File: src/rtl/rsa_pkg.sv
package rsa_pkg;
  localparam int STACK_DEPTH = 8;
  localparam int PTR_W = $clog2(STACK_DEPTH);

  localparam logic [3:0] OPC_LOAD  = 4'd0;
  localparam logic [3:0] OPC_STORE = 4'd1;
  localparam logic [3:0] OPC_ADD   = 4'd2;
  localparam logic [3:0] OPC_SUB   = 4'd3;
  localparam logic [3:0] OPC_SUBR  = 4'd4;
  localparam logic [3:0] OPC_MUL   = 4'd5;
  localparam logic [3:0] OPC_CMP   = 4'd6;

  typedef enum logic [1:0] {ALU_ADD, ALU_SUB, ALU_MUL} aluSel_e;

  typedef struct packed {
    logic             rspEn;
    logic             wrEn;
    logic             wrLoad;
    logic [PTR_W-1:0] destPhys;
    logic [PTR_W-1:0] othPhys;
    aluSel_e          aluSel;
    logic             swap;
    logic             cmpEn;
    logic             storeEn;
    logic             ovf;
    logic             unf;
  } strobe_t;
endpackage

File: src/rtl/rsa_ctrl.sv
module rsa_ctrl
  import rsa_pkg::*;
(
  input  logic             clk,
  input  logic             rstN,
  input  logic             cmdValid,
  input  logic [3:0]       cmdOp,
  input  logic [PTR_W-1:0] cmdIdx,
  input  logic             cmdDestDeep,
  input  logic             cmdPop,
  output strobe_t          stb,
  output logic [PTR_W-1:0] topPtr
);
  logic [STACK_DEPTH-1:0] tagQ;
  logic [PTR_W-1:0] topQ;
  logic [PTR_W-1:0] pushSlot, idxPhys;
  logic isLoad, isStore, isArith, isCmp, readsPair, popping;
  logic needTop, needIdx, ovf, unf, ok, doPush, doPop, deepDest;

  assign pushSlot = topQ - PTR_W'(1);
  assign idxPhys  = topQ + cmdIdx;

  always_comb begin
    isLoad    = (cmdOp == OPC_LOAD);
    isStore   = (cmdOp == OPC_STORE);
    isArith   = (cmdOp == OPC_ADD) || (cmdOp == OPC_SUB) ||
                (cmdOp == OPC_SUBR) || (cmdOp == OPC_MUL);
    isCmp     = (cmdOp == OPC_CMP);
    readsPair = isArith || isCmp;
    popping   = cmdPop && (isStore || readsPair);
    needTop   = readsPair || popping;
    needIdx   = isStore || readsPair;
    ovf       = cmdValid && isLoad && tagQ[pushSlot];
    unf       = cmdValid && ((needTop && !tagQ[topQ]) || (needIdx && !tagQ[idxPhys]));
    ok        = cmdValid && !ovf && !unf;
    doPush    = ok && isLoad;
    doPop     = ok && popping;
    deepDest  = isArith && cmdDestDeep;
  end

  always_comb begin
    stb.rspEn    = cmdValid;
    stb.wrEn     = ok && (isLoad || isArith);
    stb.wrLoad   = isLoad;
    stb.destPhys = isLoad ? pushSlot : (deepDest ? idxPhys : topQ);
    stb.othPhys  = deepDest ? topQ : idxPhys;
    unique case (cmdOp)
      OPC_SUB, OPC_SUBR: stb.aluSel = ALU_SUB;
      OPC_MUL:           stb.aluSel = ALU_MUL;
      default:           stb.aluSel = ALU_ADD;
    endcase
    stb.swap    = (cmdOp == OPC_SUBR);
    stb.cmpEn   = ok && isCmp;
    stb.storeEn = ok && isStore;
    stb.ovf     = ovf;
    stb.unf     = unf;
  end

  always_ff @(posedge clk) begin
    if (!rstN) begin
      tagQ <= '0;
      topQ <= '0;
    end else if (doPush) begin
      tagQ[pushSlot] <= 1'b1;
      topQ           <= pushSlot;
    end else if (doPop) begin
      tagQ[topQ] <= 1'b0;
      topQ       <= topQ + PTR_W'(1);
    end
  end

  assign topPtr = topQ;


  ovf_hold_chk: assert property (@(posedge clk) disable iff (!rstN)
    stb.ovf |=> ($stable(topQ) && $stable(tagQ)));

  unf_hold_chk: assert property (@(posedge clk) disable iff (!rstN)
    stb.unf |=> ($stable(topQ) && $stable(tagQ)));

  push_move_chk: assert property (@(posedge clk) disable iff (!rstN)
    doPush |=> (topQ == $past(topQ) - PTR_W'(1)) && tagQ[topQ]);

  pop_move_chk: assert property (@(posedge clk) disable iff (!rstN)
    doPop |=> (topQ == $past(topQ) + PTR_W'(1)) && !tagQ[$past(topQ)]);
endmodule

File: src/rtl/rsa_dpath.sv
module rsa_dpath
  import rsa_pkg::*;
#(
  parameter int DATA_W = 16
) (
  input  logic              clk,
  input  logic              rstN,
  input  strobe_t           stb,
  input  logic [DATA_W-1:0] cmdData,
  output logic              rspValid,
  output logic [DATA_W-1:0] rspData,
  output logic              rspLess,
  output logic              rspEqual,
  output logic              rspGreater,
  output logic              rspOverflow,
  output logic              rspUnderflow
);
  logic [DATA_W-1:0] regFile [STACK_DEPTH];
  logic [DATA_W-1:0] opDest, opOth, aluA, aluB, aluRes, wrVal;

  assign opDest = regFile[stb.destPhys];
  assign opOth  = regFile[stb.othPhys];
  assign aluA   = stb.swap ? opOth : opDest;
  assign aluB   = stb.swap ? opDest : opOth;

  always_comb begin
    unique case (stb.aluSel)
      ALU_SUB: aluRes = aluA - aluB;
      ALU_MUL: aluRes = aluA * aluB;
      default: aluRes = aluA + aluB;
    endcase
  end

  assign wrVal = stb.wrLoad ? cmdData : aluRes;

  always_ff @(posedge clk) begin
    if (!rstN) begin
      for (int k = 0; k < STACK_DEPTH; k++) regFile[k] <= '0;
    end else if (stb.wrEn) begin
      regFile[stb.destPhys] <= wrVal;
    end
  end

  always_ff @(posedge clk) begin
    if (!rstN) begin
      rspValid     <= 1'b0;
      rspData      <= '0;
      rspLess      <= 1'b0;
      rspEqual     <= 1'b0;
      rspGreater   <= 1'b0;
      rspOverflow  <= 1'b0;
      rspUnderflow <= 1'b0;
    end else begin
      rspValid     <= stb.rspEn;
      rspData      <= stb.wrEn ? wrVal : (stb.storeEn ? opOth : '0);
      rspLess      <= stb.cmpEn && ($signed(opDest) <  $signed(opOth));
      rspEqual     <= stb.cmpEn && (opDest == opOth);
      rspGreater   <= stb.cmpEn && ($signed(opDest) >  $signed(opOth));
      rspOverflow  <= stb.ovf;
      rspUnderflow <= stb.unf;
    end
  end


  rsp_follow_chk: assert property (@(posedge clk) disable iff (!rstN)
    stb.rspEn |=> rspValid);

  rsp_idle_chk: assert property (@(posedge clk) disable iff (!rstN)
    !stb.rspEn |=> !rspValid);

  cmp_onehot_chk: assert property (@(posedge clk) disable iff (!rstN)
    stb.cmpEn |=> ($countones({rspLess, rspEqual, rspGreater}) == 1) && (rspData == '0));

  err_quiet_chk: assert property (@(posedge clk) disable iff (!rstN)
    (rspOverflow || rspUnderflow) |-> (rspData == '0) && !(rspLess || rspEqual || rspGreater));
endmodule

File: src/rtl/regstack_alu.sv
module regstack_alu
  import rsa_pkg::*;
#(
  parameter int DATA_W = 16
) (
  input  logic              clk,
  input  logic              rstN,
  input  logic              cmdValid,
  input  logic [3:0]        cmdOp,
  input  logic [2:0]        cmdIdx,
  input  logic              cmdDestDeep,
  input  logic              cmdPop,
  input  logic [DATA_W-1:0] cmdData,
  output logic              rspValid,
  output logic [DATA_W-1:0] rspData,
  output logic              rspLess,
  output logic              rspEqual,
  output logic              rspGreater,
  output logic              rspOverflow,
  output logic              rspUnderflow,
  output logic [2:0]        topPtr
);
  strobe_t stb;

  rsa_ctrl u_ctrl (
    .clk(clk), .rstN(rstN), .cmdValid(cmdValid), .cmdOp(cmdOp),
    .cmdIdx(cmdIdx), .cmdDestDeep(cmdDestDeep), .cmdPop(cmdPop),
    .stb(stb), .topPtr(topPtr)
  );

  rsa_dpath #(.DATA_W(DATA_W)) u_dpath (
    .clk(clk), .rstN(rstN), .stb(stb), .cmdData(cmdData),
    .rspValid(rspValid), .rspData(rspData), .rspLess(rspLess),
    .rspEqual(rspEqual), .rspGreater(rspGreater),
    .rspOverflow(rspOverflow), .rspUnderflow(rspUnderflow)
  );
endmodule

File: config.mk
export PLATFORM = sky130hd
export DESIGN_NAME = regstack_alu
export DESIGN_NICKNAME = d
export VERILOG_FILES = /design/src/rtl/rsa_pkg.sv /design/src/rtl/rsa_ctrl.sv /design/src/rtl/rsa_dpath.sv /design/src/rtl/regstack_alu.sv
export SDC_FILE = /design/constraint.sdc
export NUM_CORES = 1
export LEC_CHECK = 0
export BUFFER_PORTS_ARGS = -buffer_cell sky130_fd_sc_hd__buf_2
export CAP_MARGIN = 20
export CORE_ASPECT_RATIO = 1.5
export CORE_UTILIZATION = 45
export CTS_BUF_LIST = sky130_fd_sc_hd__clkbuf_4 sky130_fd_sc_hd__clkbuf_8
export DETAILED_ROUTE_END_ITERATION = 10
export SYNTH_ARGS = -nofsm -noshare
export SYNTH_HDL_FRONTEND = slang
export SYNTH_SLANG_ARGS = --single-unit
File: constraint.sdc
create_clock -name clk -period 22.8 [get_ports clk]
set_input_delay 1.14 -clock clk [delete_from_list [all_inputs] [get_ports clk]]
set_output_delay 1.14 -clock clk [all_outputs]
set_load 0.02 [all_outputs]
---- Word-level counts from Yosys, hierarchy flattened ----
Memory sizes are Yosys's and may differ from the RTL's.
Cells that the tools add are included.
word-level totals
  flip-flop bits (word level) ............. 33
  RAM bits ................................ 128
  input bits .............................. 28
  output and inout bits ................... 25
  word-level logic and storage cells ...... 101
  memories kept ........................... 1
memories
  memory           words  width  rd ports  clocked after Yosys merged registers in  wr ports  line             RTL
  u_dpath.regFile  8      16     2         0                                        8         rsa_dpath.sv:18  logic [DATA_W-1:0] regFile [STACK_DEPTH];
operators by class
  $add $sub $neg .......................... 5
  multiply operators ...................... 1
  order comparisons ....................... 7
  eq/ne operators ......................... 9
  muxes and demuxes ....................... 31
  bitwise operators ....................... 3
  reductions and logical operators ........ 35
operators by type and width
  cell                  count
  $mux W16              6
  $pmux W16 S2          1
  $logic_and A1 B1 Y1   19
  $mux W3               6
  $add A16 B16 Y16      1
  $eq A16 B16 Y1        1
  $gt A16 B16 Y1        1
  $lt A16 B16 Y1        1
  $mul A16 B16 Y16      1
  $mux W8               2
  $reduce_or A16 Y1     1
  $sub A16 B16 Y16      1
  $eq A4 B3 Y1 const B  3
  $lt A3 B4 Y1 const B  3
  $mux W1               10
  $bmux W1 S3           3
  $and A8 B8 Y8         1
  $eq A4 B2 Y1 const B  2
  $logic_or A1 B1 Y1    8
  $not A8 Y8            1
  $or A8 B8 Y8          1
  $demux W1 S3          2
  $ge A3 B1 Y1 const B  2
  $eq A4 B1 Y1 const B  1
  other kinds (10)      13

---- Logic depth before layout (Yosys ltp) ----
  word-level depth ........................ 19
  depth in mapped cells ................... 40
  mapped depth without buffers ............ 36

---- Modules after synthesis ----
From an unflattened synthesis, not the netlist that was laid out.
unflattened totals
  cell total of the unflattened synthesis .. 1,491
  area total of the unflattened synthesis .. 14,463.9 µm²
by module, submodules not included
  module     instances  cells each  area an instance (µm²)
  rsa_dpath  1          1,338       13,205.2
  rsa_ctrl   1          153         1,258.7

---- Worst setup path after synthesis ----
OpenSTA, ideal clock, no wires.
  path type ............................... input to register
  from .................................... input port cmdIdx[0]
  to ...................................... memory u_dpath.regFile[6][15] (data pin)
  arrival time ............................ 9.562 ns
  required time ........................... 22.534 ns
  setup slack ............................. 12.972 ns
  cell stages on the path ................. 36
  buffers on the path ..................... 4
  cells stage by stage .................... ha_1 > inv_1 > fa_1 > xnor2_1 > a32oi_1 > xnor2_2 > buf_2 > buf_2 > buf_2 > buf_1 > mux4_2 > mux2i_2 > nand2_1 > o21ai_1 > nor2_1 > fa_1 > inv_1 > fa_1 > inv_1 > ha_1 > fa_1 > fa_1 > inv_1 > fa_1 > inv_1 > ha_1 > or4_1 > a31oi_1 > nor2b_1 > o21a_1 > o41a_1 > xnor2_1 > xnor3_1 > mux2i_1 > mux2i_4 > nor2_1
RTL lines
  item         line                RTL
  from (decl)  regstack_alu.sv:10  input logic [2:0] cmdIdx,
  to (decl)    rsa_dpath.sv:18

==> impl_metrics.yaml <==
timing:
  fin_crit_sh_pct: 48.4
  maxSlewViolCount: 0
  slew_headroom_pct: 26.6
  tightest_slew_ns: 1.10
  skew_ns: 0.0250
  setup_viol: 0
  finalHoldViolCount: 0
  max_clock_freq_mhz: 90.6
  final.min_clock_period_ns: 11.03
  rsz0062_at_grt: "false"
  setup_tns_ns: 0
yosys:
  yosys_warnings: 0
  avgSynthCellArea_um2: 9.45
  synth_edf_count: 128
  yosys.area_share.adder_pct: 18.3
  synthXorXnorAreaFrac_pct: 4.75
  synth_top_family_by_area: "adder cells"
  syn_nets: 1739
  syn_area_um2: 14600
  synth_cell_types: 84
  ys_async_sr_fraction_pct: 0
  syn_inst: 1546
  seq_area_frac_synth_pct: 30.8
  muxShareOfSynthArea_pct: 10.7
  synth_compound_area_share_pct: 12.0
  synthSimpleGateAreaFrac_pct: 17.0
  ys_ff_latch: 161
  ys.flop_type: "edfxtp_1"
setup_path:
  r2r-start: "u_ctrl.topPtr[0]"
  arrival_ns: 11.26
  cp-start-kind: "primary input"
  reg2reg_to: "u_dpath.regFile[6][15]"
  criticalPathCategory: "primary input to flip-flop"
  r2r_slack_ns: 12.09
  required_ns: 23.02
  crit_path_end_kind: "flip-flop"
  critPathMaxStageDelay_ns: 0.73
  cp_slowest_cell: "xor2_1"
  reg2regPathDepth: 33
  cp_max_fo: 42
clocking:
  cts_buffers: 17
  clockRootBuffer: "clkbuf_8"
  ctsHoldBuffers: 0
  cts_sinks: 161
  cts_tree: "yes"
  clock_path_buffers: 2
  cts.repair.resized: 0
  h-tree-depth: 4
  clock_latency_ns: 0.50
  clkTransAtPathRegs_ns: 0.09
  post_cts_buffers: 0
placement:
  gp_congestion: 0.955
  dpl.cell_count: 1951
  placed_area_um2: 15200
  portBuffers: 52
  dpl.hpwl_mm: 36.2
floorplan:
  ios: 53
  die_height_um: 223
  initial_core_util_pct: 45.9
  die_w_um: 149
  dieArea_um2: 33200
  fp-row-count: 80
  core_um2: 31800
detailed_routing:
  ant_nets: 0
  avgViaCountPerCell: 6.08
  dr.pass1.iters: 8
  wl_per_cell_um: 24.0
  drtIter0Drc: 976
  drc: 0
  finalWirelength_mm: 47.7
  vias: 12100
run:
  cap_violations: 0
worst_hold_path:
  min_path_cells: 2
  min_to: "u_ctrl.tagQ[7]"
  hold_start: "u_ctrl.tagQ[7]"
  hold_class: "flip-flop to flip-flop"
final_layout:
  mostFrequentLayoutCells: "nor2_1, inv_1, nand2_1, edfxtp_1, ha_1"
  final_nets: 1753
  syn2layout_area_growth_pct: 6.77
  regArea_um2: 4500
  final_common_cell: "nor2_1"
  fillers: 3090
  final_area_um2: 15600
  final_core_util_pct: 49.0
  multi_input_area_um2: 9210
  instances_no_fill: 1984
  final_layout_size_suffix_gt1_share_pct: 12.3
global_route:
  antenna_found_initial: 1
  grt_usage_pct: 29.6
  grt_pass1_wl_mm: 72.2
  grt_max_degree: 43
  first_global_vias: 12400
  grt_overflow_total: 0
power:
  ir_worst_vdd_uv: 82.8
  p_leak_nw: 6.44
  power.density_nw_per_um2: 127
status:
  status: "finished clean"
kinds of logic (layout without fill, tap and decap cells):
group,count (synthesis),count (layout)
fa+ha+maj,165,165
mux,101,101
flops,161,161
xor+xnor,72,72
compound gates,264,264
simple gates,551,551
other cells,0,1
buf+inv,232,259
power breakdown:
part	switching (mW)	internal (mW)	leakage [nW]	total, mW
logic	0.823	0.622	4.67	1.44
clock network	0.117	0.0796	0.180	0.196
registers	0.00695	0.329	1.59	0.336
total	0.946	1.03	6.44	1.98
how the worst max path moves through the flow:
stage,start,end
after floorplan,cmdIdx[0],u_dpath.regFile[6][15]
after global placement,cmdOp[1],u_dpath.regFile[6][15]
after detailed placement,cmdOp[1],u_dpath.regFile[7][15]
after CTS,cmdOp[1],u_dpath.regFile[7][15]
after global routing,cmdOp[1],u_dpath.regFile[6][15]
final,cmdOp[1],u_dpath.regFile[6][15]
synthesized netlist by cell type (42+ instances only):
cell / n / area [um^2]
a21oi_1: 62 / 310
clkbuf_1: 56 / 210
edfxtp_1: 128 / 3840
fa_1: 82 / 1640
ha_1: 83 / 1040
inv_1: 147 / 552
mux2i_1: 50 / 500
mux4_2: 42 / 946
nand2_1: 128 / 480
nor2_1: 249 / 935
o21ai_0: 51 / 255
xnor2_1: 50 / 438
registers in the layout, summed over array words and instances (netlist names):
register              cells
u_dpath.regFile         128
u_dpath.rspData          16
u_ctrl.tagQ               8
u_ctrl.topPtr             3
u_dpath.rspEqual          1
u_dpath.rspGreater        1
u_dpath.rspLess           1
u_dpath.rspOverflow       1
u_dpath.rspUnderflow      1
u_dpath.rspValid          1
layout make-up:
class                   instances  share of cell area (%)
well taps                     410                    3.29
clock buffers                  19                    1.60
diodes                          1                  0.0160
clock inverters                13                   0.658
inverters                     150                    3.61
flip-flops and latches        161                    28.9
repair buffers                 77                    2.87
multi-input cells            1153                    59.1
metrics by stage:
step / hold WS, ns / setup slack (ns) / total power, mW
after floorplan: 0.468 / 12.97 / 1.43
after global routing: 0.572 / 11.33 / 2.17
final: 0.537 / 11.77 / 1.98
after detailed placement: 0.515 / 11.39 / 1.79
after CTS: 0.531 / 11.89 / 1.99
after global placement: 0.503 / 11.41 / 1.76
worst max-delay path: cells and delay by family:
| family | cells | cell delay (ns) |
|---|---|---|
| xor gates and xnor gates | 3 | 1.25 |
| adders and majority gates | 7 | 2.69 |
| muxes | 2 | 0.45 |
| AOI/OAI and AO/OA | 6 | 2.25 |
| buffers and inverters | 6 | 1.13 |
| and+or+nand+nor | 8 | 2.30 |
per-layer routing:
layer / global-route usage, % / up-vias / part of all wire (%)
li1: - / 5415 / -
met1: 33.1 / 5959 / 36
met2: 52.3 / 554 / 52
met3: 3.90 / 143 / 5.7
met4: 19.1 / 0 / 6.5
met5: 0 / - / 0
No activity file was read; power rests on OpenSTA's default activity.
